`src/rtl/rhub_pkg.sv`:
```
package rhub_pkg;
  function automatic int map_bytes(input int nports);
    return (nports + 8) / 8;
  endfunction

  function automatic int idx_width(input int nports);
    return (nports > 1) ? $clog2(nports) : 1;
  endfunction

  function automatic int cnt_width(input int nbytes);
    return $clog2(nbytes + 1);
  endfunction
endpackage

```
`src/rtl/rhub_susp_flags.sv`:
```
module rhub_susp_flags #(
  parameter int NUM_PORTS = 10,
  parameter int IDX_W     = 4
) (
  input  logic                 clk,
  input  logic                 rst,
  input  logic [NUM_PORTS-1:0] set_pulse,
  input  logic                 clr_req,
  input  logic [IDX_W-1:0]     clr_port,
  output logic [NUM_PORTS-1:0] pend
);
  for (genvar p = 0; p < NUM_PORTS; p++) begin : g_flag
    logic hit_clr;
    assign hit_clr = clr_req && (clr_port == IDX_W'(p));
    always_ff @(posedge clk) begin
      if (rst)
        pend[p] <= 1'b0;
      else if (set_pulse[p])
        pend[p] <= 1'b1;
      else if (hit_clr)
        pend[p] <= 1'b0;
    end
  end
endmodule

```
`src/rtl/rhub_port_eval.sv`:
```
module rhub_port_eval #(
  parameter int NUM_PORTS = 10
) (
  input  logic [NUM_PORTS-1:0] conn_chg,
  input  logic [NUM_PORTS-1:0] en_chg,
  input  logic [NUM_PORTS-1:0] oc_chg,
  input  logic [NUM_PORTS-1:0] resume_expired,
  input  logic [NUM_PORTS-1:0] pend,
  output logic [NUM_PORTS-1:0] port_hit
);
  for (genvar p = 0; p < NUM_PORTS; p++) begin : g_eval
    logic reg_flags;
    assign reg_flags   = conn_chg[p] | en_chg[p] | oc_chg[p];
    assign port_hit[p] = reg_flags | pend[p] | resume_expired[p];
  end
endmodule

```
`src/rtl/rhub_bitmap_pack.sv`:
```
module rhub_bitmap_pack #(
  parameter int NUM_PORTS = 10,
  parameter int MAP_BYTES = 2,
  parameter int CNT_W     = 2
) (
  input  logic                   clk,
  input  logic                   rst,
  input  logic                   scan_req,
  input  logic [NUM_PORTS-1:0]   port_hit,
  output logic [8*MAP_BYTES-1:0] change_map,
  output logic [CNT_W-1:0]       byte_count,
  output logic                   any_change,
  output logic                   scan_done
);
  localparam int MAP_W = 8 * MAP_BYTES;

  logic [MAP_W-1:0] map_next;
  logic             any_next;

  always_comb begin
    map_next = '0;
    for (int p = 0; p < NUM_PORTS; p++)
      map_next[p+1] = port_hit[p];
  end

  assign any_next = |port_hit;

  always_ff @(posedge clk) begin
    if (rst) begin
      change_map <= '0;
      byte_count <= '0;
      any_change <= 1'b0;
      scan_done  <= 1'b0;
    end else begin
      scan_done <= scan_req;
      if (scan_req) begin
        change_map <= map_next;
        any_change <= any_next;
        byte_count <= any_next ? CNT_W'(MAP_BYTES) : '0;
      end
    end
  end
endmodule

```
`src/rtl/rhub_change_map.sv`:
```
module rhub_change_map #(
  parameter int NUM_PORTS = 10,
  localparam int MAP_BYTES = rhub_pkg::map_bytes(NUM_PORTS),
  localparam int IDX_W     = rhub_pkg::idx_width(NUM_PORTS),
  localparam int CNT_W     = rhub_pkg::cnt_width(MAP_BYTES)
) (
  input  logic                   clk,
  input  logic                   rst,
  input  logic                   scan_req,
  input  logic [NUM_PORTS-1:0]   conn_chg,
  input  logic [NUM_PORTS-1:0]   en_chg,
  input  logic [NUM_PORTS-1:0]   oc_chg,
  input  logic [NUM_PORTS-1:0]   resume_expired,
  input  logic [NUM_PORTS-1:0]   susp_evt,
  input  logic                   clr_req,
  input  logic [IDX_W-1:0]       clr_port,
  output logic [8*MAP_BYTES-1:0] change_map,
  output logic [CNT_W-1:0]       byte_count,
  output logic                   any_change,
  output logic                   scan_done,
  output logic [NUM_PORTS-1:0]   susp_pending
);
  logic [NUM_PORTS-1:0] port_hit;

  rhub_susp_flags #(.NUM_PORTS(NUM_PORTS), .IDX_W(IDX_W)) flags_i (
    .clk(clk), .rst(rst), .set_pulse(susp_evt),
    .clr_req(clr_req), .clr_port(clr_port), .pend(susp_pending)
  );

  rhub_port_eval #(.NUM_PORTS(NUM_PORTS)) eval_i (
    .conn_chg(conn_chg), .en_chg(en_chg), .oc_chg(oc_chg),
    .resume_expired(resume_expired), .pend(susp_pending), .port_hit(port_hit)
  );

  rhub_bitmap_pack #(.NUM_PORTS(NUM_PORTS), .MAP_BYTES(MAP_BYTES), .CNT_W(CNT_W)) pack_i (
    .clk(clk), .rst(rst), .scan_req(scan_req), .port_hit(port_hit),
    .change_map(change_map), .byte_count(byte_count),
    .any_change(any_change), .scan_done(scan_done)
  );
endmodule

```
`config.mk`:
```
export PLATFORM = sky130hd
export DESIGN_NAME = rhub_change_map
export DESIGN_NICKNAME = d
export VERILOG_FILES = /design/src/rtl/rhub_pkg.sv /design/src/rtl/rhub_susp_flags.sv /design/src/rtl/rhub_port_eval.sv /design/src/rtl/rhub_bitmap_pack.sv /design/src/rtl/rhub_change_map.sv
export SDC_FILE = /design/constraint.sdc
export NUM_CORES = 1
export LEC_CHECK = 0
export ABC_AREA = 1
export BUFFER_PORTS_ARGS = -buffer_cell sky130_fd_sc_hd__buf_2
export CAP_MARGIN = 5
export CORE_MARGIN = 1.5
export CORE_UTILIZATION = 39
export CTS_CLUSTER_SIZE = 20
export DETAILED_ROUTE_END_ITERATION = 6
export PLACE_DENSITY = 0.75
export SYNTH_ARGS = -nofsm -noshare
export SYNTH_HDL_FRONTEND = slang
export SYNTH_HIERARCHICAL = 1
export SYNTH_SLANG_ARGS = --single-unit
export TNS_END_PERCENT = 20
```
`constraint.sdc`:
```
create_clock -name clk -period 1.2 [get_ports clk]
set_clock_uncertainty 0.15 [all_clocks]
set_input_delay 0.12 -clock clk [delete_from_list [all_inputs] [get_ports clk]]
set_output_delay 0.12 -clock clk [all_outputs]
set_load 0.03 [all_outputs]
```
After elaboration in Yosys (flattened, before gate mapping)
Cells that the tools add are included.

Bits in registers: 24. Latch bits: 0. Bits in writable memories: 0. ROM bits: 0. Input bits: 58. Output and inout port bits: 30. Logic and storage cells: 106. Memories: 0.

Add/sub/neg operators: 0. $mul: 0. Div/mod/pow operators: 0. Order comparisons: 0. Eq/ne operators: 9. Shift operators: 0. Mux-type cells: 21. Bitwise operators: 40. Reduce and logical (&&, ||, !) cells: 22.

Operator list (count): $or 1x1->1 (40); $mux 1 (20); $reduce_bool 2->1 (10); $eq 4x3->1 const B (4); $logic_and 1x1->1 (10); $reduce_or 10->1 (1); $eq 4x2->1 const B (2); $eq 4x4->1 const B (2); $eq 4x1->1 const B (1); $logic_not 4->1 (1); $mux 2 (1).

Depth between registers and ports, before layout
Gate-level depths: netlist of run 1.

Depth after elaboration: 6. Mapped depth: 6. Mapped depth without buffers: 6.

Modules after synthesis
The synthesis of run 1 kept the hierarchy.

Modules (own cells, without submodules): rhub_bitmap_pack (times used 1, cells an instance 67, area an instance 545.5 um^2); rhub_susp_flags (times used 1, cells an instance 68, area an instance 456.7 um^2); rhub_port_eval (times used 1, cells an instance 40, area an instance 162.7 um^2).

Worst setup path before layout of run 1
No wires, ideal clock.

Kind: flip-flop to flip-flop. Start point: register flags_i.pend[0]. End point: register pack_i.byte_count[1]. Arrival: 0.925 ns. Setup slack: 0.011 ns. Cell stages (with the launch flop): 7. Path buffers: 0. Clock period less this slack: 1.189 ns. Cell sequence: dfxtp_1 > nor2_1 > nand3_1 > nor2_1 > nand3_1 > nor2_1 > nor2_1.

Word-level cells in the longest chain between the ends: 4.

Ends and longest elaborated chain: from (decl) (RTL line rhub_susp_flags.sv:10) `output logic [NUM_PORTS-1:0] pend`; from (signal, indexed assignment) (RTL line rhub_susp_flags.sv:17) `pend[p] <= 1'b0;`; from (signal, indexed assignment) (RTL line rhub_susp_flags.sv:19) `pend[p] <= 1'b1;`; from (signal, indexed assignment) (RTL line rhub_susp_flags.sv:21) `pend[p] <= 1'b0;`; $or 1x1->1 (2 in series) (RTL line rhub_port_eval.sv:14) `assign port_hit[p] = reg_flags | pend[p] | resume_expired[p];`; via port_hit[0] (RTL line rhub_change_map.sv:23) `logic [NUM_PORTS-1:0] port_hit;`; $reduce_or 10->1 (RTL line rhub_bitmap_pack.sv:26) `assign any_next = |port_hit;`; $mux 2 (RTL line rhub_bitmap_pack.sv:39) `byte_count <= any_next ? CNT_W'(MAP_BYTES) : '0;`; to (signal assigned) (RTL line rhub_bitmap_pack.sv:39); to (decl) (RTL line rhub_bitmap_pack.sv:11) `output logic [CNT_W-1:0] byte_count,`.

The timed path passes the listed nets, and every way through them passes these cells. A chain may end at the register's enable or synchronous reset.

==> results.ini, run 1 <==
[global_route]
antenna_found_initial=0
overflow=0
grt_usage_pct=20.1
use_met3_pct=4.69
grt_pass1_vias=1271
use_met1_pct=23.6
grt_max_degree=14
top_usage_layer=met2
grt_pass1_wl_um=5180
grtUsageMet2_pct=36.2

[floorplan]
dieWidth_um=57.7
core_area_um2=2810
pin_count=88
std_cell_rows=19
die_h_um=57.7
dieArea_um2=3320
initial_core_util_pct=41.5

[placed_design]
dp_cells=285
io_buffers=80
gp_congestion=0.811
hpwl_um=2560
post-place-ws_ns=-0.0109

[routing]
ant_nets=0
via_per_inst=4.57
wirelength_um=3350
dr.first_iter.drc_count=47
drc=8
drt_first_pass_iters=6
vias=1385
wl_per_cell_um=11.0

[cells_and_area]
area_delta_synth_final_pct=56.4
drive_gt1_share_pct=42.6
fillers=262
diodes=0
final_nets=331
fin_cells=303

[yosys]
yosysSeqAreaShare_pct=37.8
synth_area_leaders=dfxtp_1 (38%), nor2_1 (14%), inv_1 (9.0%)
synth_cell_type_count=16
synth_warnings=6
netlist_area_um2=1160
yosys.area.top_type_share_pct=37.8
synth_seq_cells=22
syn_inst=175
synth_area_leader_cell=dfxtp_1
avgSynthCellArea_um2=6.66

[sta]
post-route-period-util_pct=101
finalSetupViolations=2
finalHoldViolations=1
fmax_ghz=0.828
slew_viol_final=0
finalCriticalPeriod_ns=1.21
rsz0062_at_grt=true
tns_ns=-0.0146
hold-worst-slack_ns=-0.00125
finalWorstSetupSlack_ns=-0.00735

[worst_hold_path]
min_from=resume_expired[9]
holdPathStages=5
min_to=pack_i/change_map[10]$_SDFFE_PP0P_
hold_class=input port to flip-flop

[setup_path]
critical_path_class=flip-flop to output pin
slowest_stage=dfxtp_1
startpoint=pack_i/byte_count[1]$_SDFFE_PP0P_
crit_fanout=3
setup.worst_path.start_class=flip-flop
crit_path_cell_trace=clkbuf_4
crit_family=flip-flops
r2r_end=pack_i/byte_count[1]$_SDFFE_PP0P_
endpoint_kind=output pin
ff2ff_path_depth=6
cp.required_ns=0.93
cp_slowest_stage_delay_ns=0.41
crit_arrival_ns=0.94
r2r-start=flags_i/pend[2]$_SDFFE_PP0P_
rrSetupSlack_ns=0.02
path_buf_inv=1

[power_and_ir_drop]
internal_power_mw=1.34
pwr-share-clk_pct=29.9
comb_power_share_pct=27.1
p_total_mw=1.91
p_switching_uw=569
ir_worst_vdd_mv=0.582
power.density_nw_per_um2=1050
power_frac_seq_pct=43.0
p_sw_share_pct=29.8
p_leak_nw=0.988

[run]
cap_viol_max_count=0

[status]
failed_checks=design-rule violations, negative hold slack, negative setup slack
status=finished with violations

[clock_tree]
htree_levels=1
clock-sinks=22
cts_root_buf=clkbuf_4
tritoncts=yes
cts_buffer_depth=2
clk_latency_ns=0.31
path_clk_slew_ns=0.13
cts_inserted_buffers=3

-- repair_timing --
| action | 4_1_cts | 5_1_grt |
|---|---|---|
| endpoints found under the setup margin | 7 | 20 |
| hold endpoints to repair | 13 | 0 |
| pin swaps | 2 | 4 |
| hold buffers | 12 | 0 |
| gates resized for setup | 9 | 18 |
| buffers inserted | 0 | 2 |
-- synth_stat cells (all sizes together) --
library cell,n
buf,13
nand3,22
nor2,52
o21bai,3
inv,30
dfxtp,22
o21ai,10
conb,1
nand2,12
a21oi,10
-- through the flow --
| step | hold slack, ns | utilization, % | area (µm²) |
|---|---|---|---|
| after floorplan | 0.0433 | - | 1190 |
| after global placement | 0.212 | 56.0 | 1570 |
| after detailed placement | 0.216 | 56.0 | 1570 |
| after CTS | -0.0209 | 62.8 | 1760 |
| after global routing | 0.0304 | 64.9 | 1820 |
| final | -0.00125 | 64.9 | 1820 |
-- flip-flops by register name (all words and copies together) (netlist names) --
name	flops
flags_i/pend	10
pack_i/byte_count	1
pack_i/change_map	10
pack_i/scan_done	1
-- worst reg2reg max path, stage by stage, from the launching register on --
cell and delay [ns]:
dfxtp_2 0.34, nor2_1 0.09, nand3_1 0.11, nor2_1 0.14, nand3_1 0.10, nor2_1 0.11, nor2_1 0.05
-- cell usage in the layout (no fill, tap or decap) --
cell	instances
buf_2	70
nor2_1	41
inv_1	28
nand3_1	21
dfxtp_1	13
nand2_1	12
dlygate4sd3_1	12
nor2_2	11
clkbuf_4	10
a21oi_1	10
dfxtp_2	9
o21ai_1	9
conb_1	7
buf_6	6
buf_4	5
o21bai_1	3
bufinv_16	1
inv_2	1
inv_4	1
o21ai_2	1
nand3_2	1
-- how the worst max path moves through the flow --
stage | end | slack, ns | cells past startpoint
6_report | any_change | -0.007 | 1
5_1_grt | any_change | -0.05 | 1
4_1_cts | any_change | -0.02 | 1
3_5_place_dp | pack_i/byte_count[1]$_SDFFE_PP0P_ | -0.01 | 6
3_3_place_gp | pack_i/byte_count[1]$_SDFFE_PP0P_ | 0.03 | 6
2_1_floorplan | pack_i/byte_count[1]$_SDFFE_PP0P_ | 0.01 | 6
-- power by group through the flow --
stage / clock [mW] / sequential, mW / combinational (mW)
6_report: 0.571 / 0.823 / 0.518
3_3_place_gp: 0 / 0.831 / 0.456
5_1_grt: 0.615 / 0.831 / 0.562
3_5_place_dp: 0 / 0.833 / 0.461
4_1_cts: 0.591 / 0.819 / 0.499
2_1_floorplan: 0 / 0.939 / 0.191
-- cell families (layout without fill, tap and decap cells) --
| family | Yosys count | count (layout) | synth area share, % |
|---|---|---|---|
| flip-flops | 22 | 22 | 37.8 |
| AND/OR/NAND/NOR | 86 | 86 | 32.7 |
| buffers and inverters | 43 | 134 | 18.4 |
| other | 1 | 7 | 0.322 |
| AO/OA/AOI/OAI | 23 | 23 | 10.8 |
-- area by class of cell --
type / instances / area [µm²] / area share, %
Tap cell: 31 / 38.8 / 2.13
Timing Repair Buffer: 100 / 628 / 34.5
Clock inverter: 1 / 30.0 / 1.65
Sequential cell: 22 / 452 / 24.8
Inverter: 30 / 115 / 6.32
Clock buffer: 3 / 22.5 / 1.24
Multi-Input combinational cell: 116 / 536 / 29.4
-- metal layers --
layer	vias to the layer above	part of all wire, %
met3	2	9.1
met1	603	41
met2	66	49
met5	-	0
li1	714	-
met4	0	0.54
No activity file was read; power rests on OpenSTA's default activity.
==> run 2: changes to the inputs <==
--- a/config.mk
+++ b/config.mk
@@ -9,10 +9,10 @@
 export BUFFER_PORTS_ARGS = -buffer_cell sky130_fd_sc_hd__buf_2
 export CAP_MARGIN = 5
 export CORE_MARGIN = 1.5
-export CORE_UTILIZATION = 39
+export CORE_UTILIZATION = 42
 export CTS_CLUSTER_SIZE = 20
 export DETAILED_ROUTE_END_ITERATION = 6
-export PLACE_DENSITY = 0.75
+export PLACE_DENSITY = 0.81
 export SYNTH_ARGS = -nofsm -noshare
 export SYNTH_HDL_FRONTEND = slang
 export SYNTH_HIERARCHICAL = 1
==> constraint.sdc (replaced) <==
create_clock -name clk -period 1.5 [get_ports clk]
set_clock_uncertainty 0.15 [all_clocks]
set_input_delay 0.15 -clock clk [delete_from_list [all_inputs] [get_ports clk]]
set_output_delay 0.15 -clock clk [all_outputs]
set_load 0.03 [all_outputs]
==> results.ini, run 2 (synthesized netlist as in run 1, its figures left out) <==
[routing]
drc=0  ; -8
ant_nets=0  ; unchanged
via_per_inst=4.59  ; +0.40%
wl_per_cell_um=10.9  ; -1.7%
drt_first_pass_iters=4  ; -2
vias=1340  ; -3.2%
wirelength_um=3170  ; -5.3%
dr.first_iter.drc_count=39  ; -17%

[setup_path]
slowest_stage=dfxtp_1
critical_path_class=flip-flop to output pin
setup.worst_path.start_class=flip-flop
cp_slowest_stage_delay_ns=0.40  ; about the same
cp.required_ns=1.20  ; +0.27 ns
crit_path_cell_trace=buf_2
crit_arrival_ns=0.92  ; -0.02 ns
rrSetupSlack_ns=0.28  ; +0.26 ns
r2r-start=flags_i/pend[1]$_SDFFE_PP0P_
ff2ff_path_depth=6  ; unchanged
path_buf_inv=1  ; unchanged
crit_fanout=3  ; unchanged
r2r_end=pack_i/byte_count[1]$_SDFFE_PP0P_
endpoint_kind=output pin
crit_family=flip-flops

[sta]
finalHoldViolations=0  ; -1
rsz0062_at_grt=false
finalCriticalPeriod_ns=1.22
finalSetupViolations=0  ; -2
post-route-period-util_pct=81.1
fmax_ghz=0.822
tns_ns=0  ; +0.0146 ns
slew_viol_final=0  ; unchanged

[global_route]
grt_pass1_vias=1248  ; -1.8%
grt_max_degree=13  ; -1
overflow=0  ; unchanged
grt_usage_pct=20.4  ; +0.28 points
grt_pass1_wl_um=5130  ; -1.1%
antenna_found_initial=0  ; unchanged

[run]
cap_viol_max_count=0  ; unchanged

[clock_tree]
cts_root_buf=clkbuf_4
htree_levels=1  ; unchanged
clk_latency_ns=0.30  ; about the same
cts_inserted_buffers=3  ; unchanged
clock-sinks=22  ; unchanged
tritoncts=yes
path_clk_slew_ns=0.13  ; about the same
cts_buffer_depth=2  ; unchanged
cts_setup_buffers=0  ; unchanged

[floorplan]
std_cell_rows=18  ; -1
core_area_um2=2540  ; -9.3%
dieWidth_um=55.7  ; -3.4%
dieArea_um2=3100  ; -6.8%
pin_count=88  ; unchanged
die_h_um=55.7  ; -3.4%
initial_core_util_pct=45.8  ; +4.2 points

[cells_and_area]
diodes=0  ; unchanged
final_cell_mix=buf_2 (80), nor2_1 (42), inv_1 (28), dfxtp_1 (22), nand3_1 (21)
area_delta_synth_final_pct=42.5
final_nets=321  ; -3.0%
final_cell_area_um2=1660  ; -8.9%
reg_top3=flags_i/pend: 10 flops, pack_i/change_map: 10 flops
drive_gt1_share_pct=37.4  ; -5.2 points
layout_commonest_cell=buf_2

[placed_design]
hpwl_um=2440  ; -4.8%
io_buffers=80  ; unchanged
gp_congestion=0.824  ; +1.6%
dpl_cell_area_um2=1520  ; -2.9%

[worst_hold_path]
min_to=flags_i/pend[4]$_SDFFE_PP0P_
hold_class=input port to flip-flop
min_from=rst
holdPathStages=2  ; -3

[status]
status=finished clean

[power_and_ir_drop]
p_switching_uw=432  ; -24%
p_leak_nw=0.924  ; -6.4%
internal_power_uw=917  ; -32%
power.density_nw_per_um2=812  ; -23%
pwr-share-clk_pct=23.6  ; -6.3 points
p_sw_share_pct=32.0  ; +2.2 points
comb_power_share_pct=27.9  ; +0.8 points
power_frac_seq_pct=48.5  ; +5.5 points
ir_worst_vdd_mv=0.625  ; +7.5%

[run 2: changes by cell type in the layout (fill, tap and decap cells not counted), sizes merged]
cell / delta
clkbuf: -6
dlygate4sd3: -2
buf: -1
bufinv: -1
[run 2: power by group through the flow]
stage	Clock, mW	Sequential, mW	Combinational [mW]
after floorplan	0	0.751	0.153
after global placement	0	0.665	0.353
after detailed placement	0	0.667	0.355
after CTS	0.328	0.654	0.376
after global routing	0.362	0.662	0.408
final	0.319	0.654	0.376
[run 2: cell type report]
| cell class | count | area (µm²) |
|---|---|---|
| fillers | 252 | 885 |
| multi-input cells | 116 | 533 |
| flip-flops and latches | 22 | 440 |
| well taps | 30 | 37.5 |
| clock buffers | 4 | 36.3 |
| repair buffers | 90 | 500 |
| inverters | 30 | 113 |
[run 2: worst max path at each step]
stage / startpoint / endpoint / cells past startpoint
3_5_place_dp: flags_i/pend[1]$_SDFFE_PP0P_ / pack_i/byte_count[1]$_SDFFE_PP0P_ / 6
2_1_floorplan: flags_i/pend[0]$_SDFFE_PP0P_ / pack_i/byte_count[1]$_SDFFE_PP0P_ / 6
3_3_place_gp: flags_i/pend[1]$_SDFFE_PP0P_ / pack_i/byte_count[1]$_SDFFE_PP0P_ / 6
4_1_cts: flags_i/pend[1]$_SDFFE_PP0P_ / pack_i/byte_count[1]$_SDFFE_PP0P_ / 6
5_1_grt: flags_i/pend[1]$_SDFFE_PP0P_ / pack_i/byte_count[1]$_SDFFE_PP0P_ / 6
6_report: pack_i/byte_count[1]$_SDFFE_PP0P_ / byte_count[1] / 1
[run 2: stage by stage]
| stage | setup WS (ns) | power, mW | utilization [%] | cells | hold slack [ns] |
|---|---|---|---|---|---|
| after floorplan | 0.311 | 0.904 | - | 181 | 0.0733 |
| after global placement | 0.277 | 1.02 | 59.9 | 278 | 0.240 |
| after detailed placement | 0.275 | 1.02 | 59.9 | 278 | 0.243 |
| after CTS | 0.260 | 1.36 | 65.2 | 292 | 0.0285 |
| after global routing | 0.152 | 1.43 | 65.2 | 292 | 0.0279 |
| final | 0.284 | 1.35 | 65.2 | 292 | 0.0433 |
[run 2: what timing repair did]
action,4_1_cts,5_1_grt
hold buffers,10,0
gates resized for setup,0,0
hold endpoints to repair,10,0
[run 2: metal layers]
metal	track usage [%]	wire length [µm]	vias up
li1	-	-	696
met5	0	0	-
met4	5.23	19	0
met1	24.4	1360	565
met3	4.65	307	2
met2	36.4	1480	77
==> run 3: changes to the inputs <==
--- a/config.mk
+++ b/config.mk
@@ -9,10 +9,10 @@
 export BUFFER_PORTS_ARGS = -buffer_cell sky130_fd_sc_hd__buf_2
 export CAP_MARGIN = 5
 export CORE_MARGIN = 1.5
-export CORE_UTILIZATION = 42
+export CORE_UTILIZATION = 36
 export CTS_CLUSTER_SIZE = 20
 export DETAILED_ROUTE_END_ITERATION = 6
-export PLACE_DENSITY = 0.81
+export PLACE_DENSITY = 0.73
 export SYNTH_ARGS = -nofsm -noshare
 export SYNTH_HDL_FRONTEND = slang
 export SYNTH_HIERARCHICAL = 1
==> constraint.sdc (replaced) <==
create_clock -name clk -period 1 [get_ports clk]
set_clock_uncertainty 0.15 [all_clocks]
set_input_delay 0.1 -clock clk [delete_from_list [all_inputs] [get_ports clk]]
set_output_delay 0.1 -clock clk [all_outputs]
set_load 0.03 [all_outputs]
==> results.ini, run 3 (synthesized netlist as in run 1, its figures left out) <==
[worst_hold_path]
hold_class=input port to flip-flop
holdPathStages=2  ; unchanged
min_from=rst
min_to=flags_i/pend[3]$_SDFFE_PP0P_

[global_route]
grt_pass1_vias=1315  ; +5.4%
antenna_found_initial=0  ; unchanged
overflow=0  ; unchanged
grt_usage_pct=20.6  ; +0.24 points
grt_max_degree=14  ; +1
grt_pass1_wl_um=5570  ; +8.6%

[run]
cap_viol_max_count=0  ; unchanged

[routing]
wl_per_cell_um=10.9  ; +0.71%
vias=1444  ; +7.8%
drc=0  ; unchanged
dr.first_iter.drc_count=31  ; -21%
ant_nets=0  ; unchanged
drt_first_pass_iters=4  ; unchanged
via_per_inst=4.38  ; -4.6%
wirelength_um=3610  ; +14%

[setup_path]
crit_path_cell_trace=buf_6 > buf_6
r2r_end=pack_i/byte_count[1]$_SDFFE_PP0P_
critical_path_class=flip-flop to output pin
path_buf_inv=2  ; +1
path_common_cell=buf_6
crit_arrival_ns=0.90  ; -0.02 ns
setup.worst_path.start_class=flip-flop
crit_fanout=2  ; -1
cp.required_ns=0.75  ; -0.45 ns
r2r-start=flags_i/pend[8]$_SDFFE_PP0P_
crit_family=flip-flops
ff2ff_path_depth=6  ; unchanged
rrSetupSlack_ns=-0.14  ; -0.42 ns
slowest_stage=dfxtp_4
endpoint_kind=output pin
cp_slowest_stage_delay_ns=0.36  ; -0.04 ns

[status]
failed_checks=negative hold slack, negative setup slack
status=finished with violations

[clock_tree]
ctsHoldBuffers=11  ; +1
cts_buffer_depth=2  ; unchanged
cts_root_buf=clkbuf_4
tritoncts=yes
htree_levels=1  ; unchanged
clock-sinks=22  ; unchanged
cts_inserted_buffers=3  ; unchanged
clk_latency_ns=0.31  ; about the same
path_clk_slew_ns=0.13  ; about the same

[placed_design]
dp_cells=312  ; +12%
post-place-ws_ns=-0.140  ; -0.416 ns
gp_congestion=0.813  ; -1.4%
io_buffers=80  ; unchanged
hpwl_um=2660  ; +9.3%

[cells_and_area]
reg_top3=flags_i/pend: 10 flops, pack_i/change_map: 10 flops
final_cell_mix=buf_2 (57), nor2_1 (39), buf_6 (32), inv_1 (28), dfxtp_2 (20)
area_delta_synth_final_pct=83.2
diodes=0  ; unchanged
final_nets=345  ; +7.5%
fin_cells=330  ; +13%
drive_gt1_share_pct=52.1  ; +15 points
post-route-util_pct=69.9  ; +4.7 points
layout_commonest_cell=buf_2

[sta]
tns_ns=-2.65  ; -2.65 ns
finalHoldViolations=8  ; +8
finalWorstSetupSlack_ns=-0.154  ; -0.438 ns
hold-worst-slack_ns=-0.0131  ; -0.0564 ns
post-route-period-util_pct=115
slew_viol_final=0  ; unchanged
finalSetupViolations=35  ; +35
finalCriticalPeriod_ns=1.15
fmax_ghz=0.866
rsz0062_at_grt=true

[power_and_ir_drop]
p_leak_nw=1.11  ; +20%
power.density_nw_per_um2=1100  ; +35%
ir_worst_vdd_mv=0.538  ; -14%

[floorplan]
die_h_um=59.9  ; +7.6%
dieWidth_um=59.9  ; +7.6%
std_cell_rows=20  ; +2
core_area_um2=3050  ; +20%
dieArea_um2=3590  ; +16%
initial_core_util_pct=38.2  ; -7.6 points
pin_count=88  ; unchanged

## run 3: changes by cell type in the layout (fill, tap and decap cells not counted), sizes merged
| cell | change |
|---|---|
| buf | +23 |
| dlymetal6s4s | +1 |
## run 3: how the worst max path moves through the flow
stage                                      start                                end  slack, ns  cells past startpoint
floorplan           flags_i/pend[0]$_SDFFE_PP0P_  pack_i/byte_count[1]$_SDFFE_PP0P_      -0.12                      6
detailed placement  flags_i/pend[1]$_SDFFE_PP0P_  pack_i/byte_count[1]$_SDFFE_PP0P_      -0.14                      6
CTS                 flags_i/pend[0]$_SDFFE_PP0P_                    susp_pending[0]      -0.17                      2
finish              flags_i/pend[0]$_SDFFE_PP0P_                    susp_pending[0]      -0.15                      2
global route        flags_i/pend[0]$_SDFFE_PP0P_                    susp_pending[0]      -0.21                      2
global placement    flags_i/pend[1]$_SDFFE_PP0P_  pack_i/byte_count[1]$_SDFFE_PP0P_      -0.15                      6
## run 3: metal layers
layer,track usage [%],routed length [µm],vias to the layer above
li1,-,-,747
met4,4.76,14,0
met2,38.2,1840,64
met1,23.6,1460,631
met5,0,0,-
met3,4.76,291,2
## run 3: layout make-up
class	instances	area [µm²]
sequential	22	473
multi-input combinational	116	571
clock buffer	4	47.5
inverter	30	113
tap	44	55.1
fill	284	918
timing repair buffer	114	876
## run 3: what timing repair did
item	4_1_cts	5_1_grt
endpoints found under the setup margin	34	36
pin swaps	10	4
buffers inserted	2	1
endpoints found under the hold margin	15	9
gates resized for setup	72	6
## run 3: where the power goes
group / leakage, nW / internal, mW / switching, mW
Sequential: 0.189 / 0.952 / 0.0519
Clock: 0.0261 / 0.305 / 0.283
Combinational: 0.891 / 0.368 / 0.388
Total: 1.11 / 1.63 / 0.723
## run 3: worst register-to-register path, stage by stage (launching register included)
cell	delay (ns)
dfxtp_2	0.35
nor2_1	0.08
nand3_1	0.10
nor2_1	0.15
nand3_1	0.09
nor2_1	0.10
nor2_1	0.04
## run 3: stage by stage
stage	hold slack, ns	total power, mW	cell area [µm²]
6_report	-0.0131	2.35	2130
5_1_grt	-0.0301	2.50	2130
4_1_cts	-0.0236	2.35	2100
3_5_place_dp	0.188	1.60	1720
3_3_place_gp	0.179	1.59	1720
2_1_floorplan	0.0233	1.36	1200
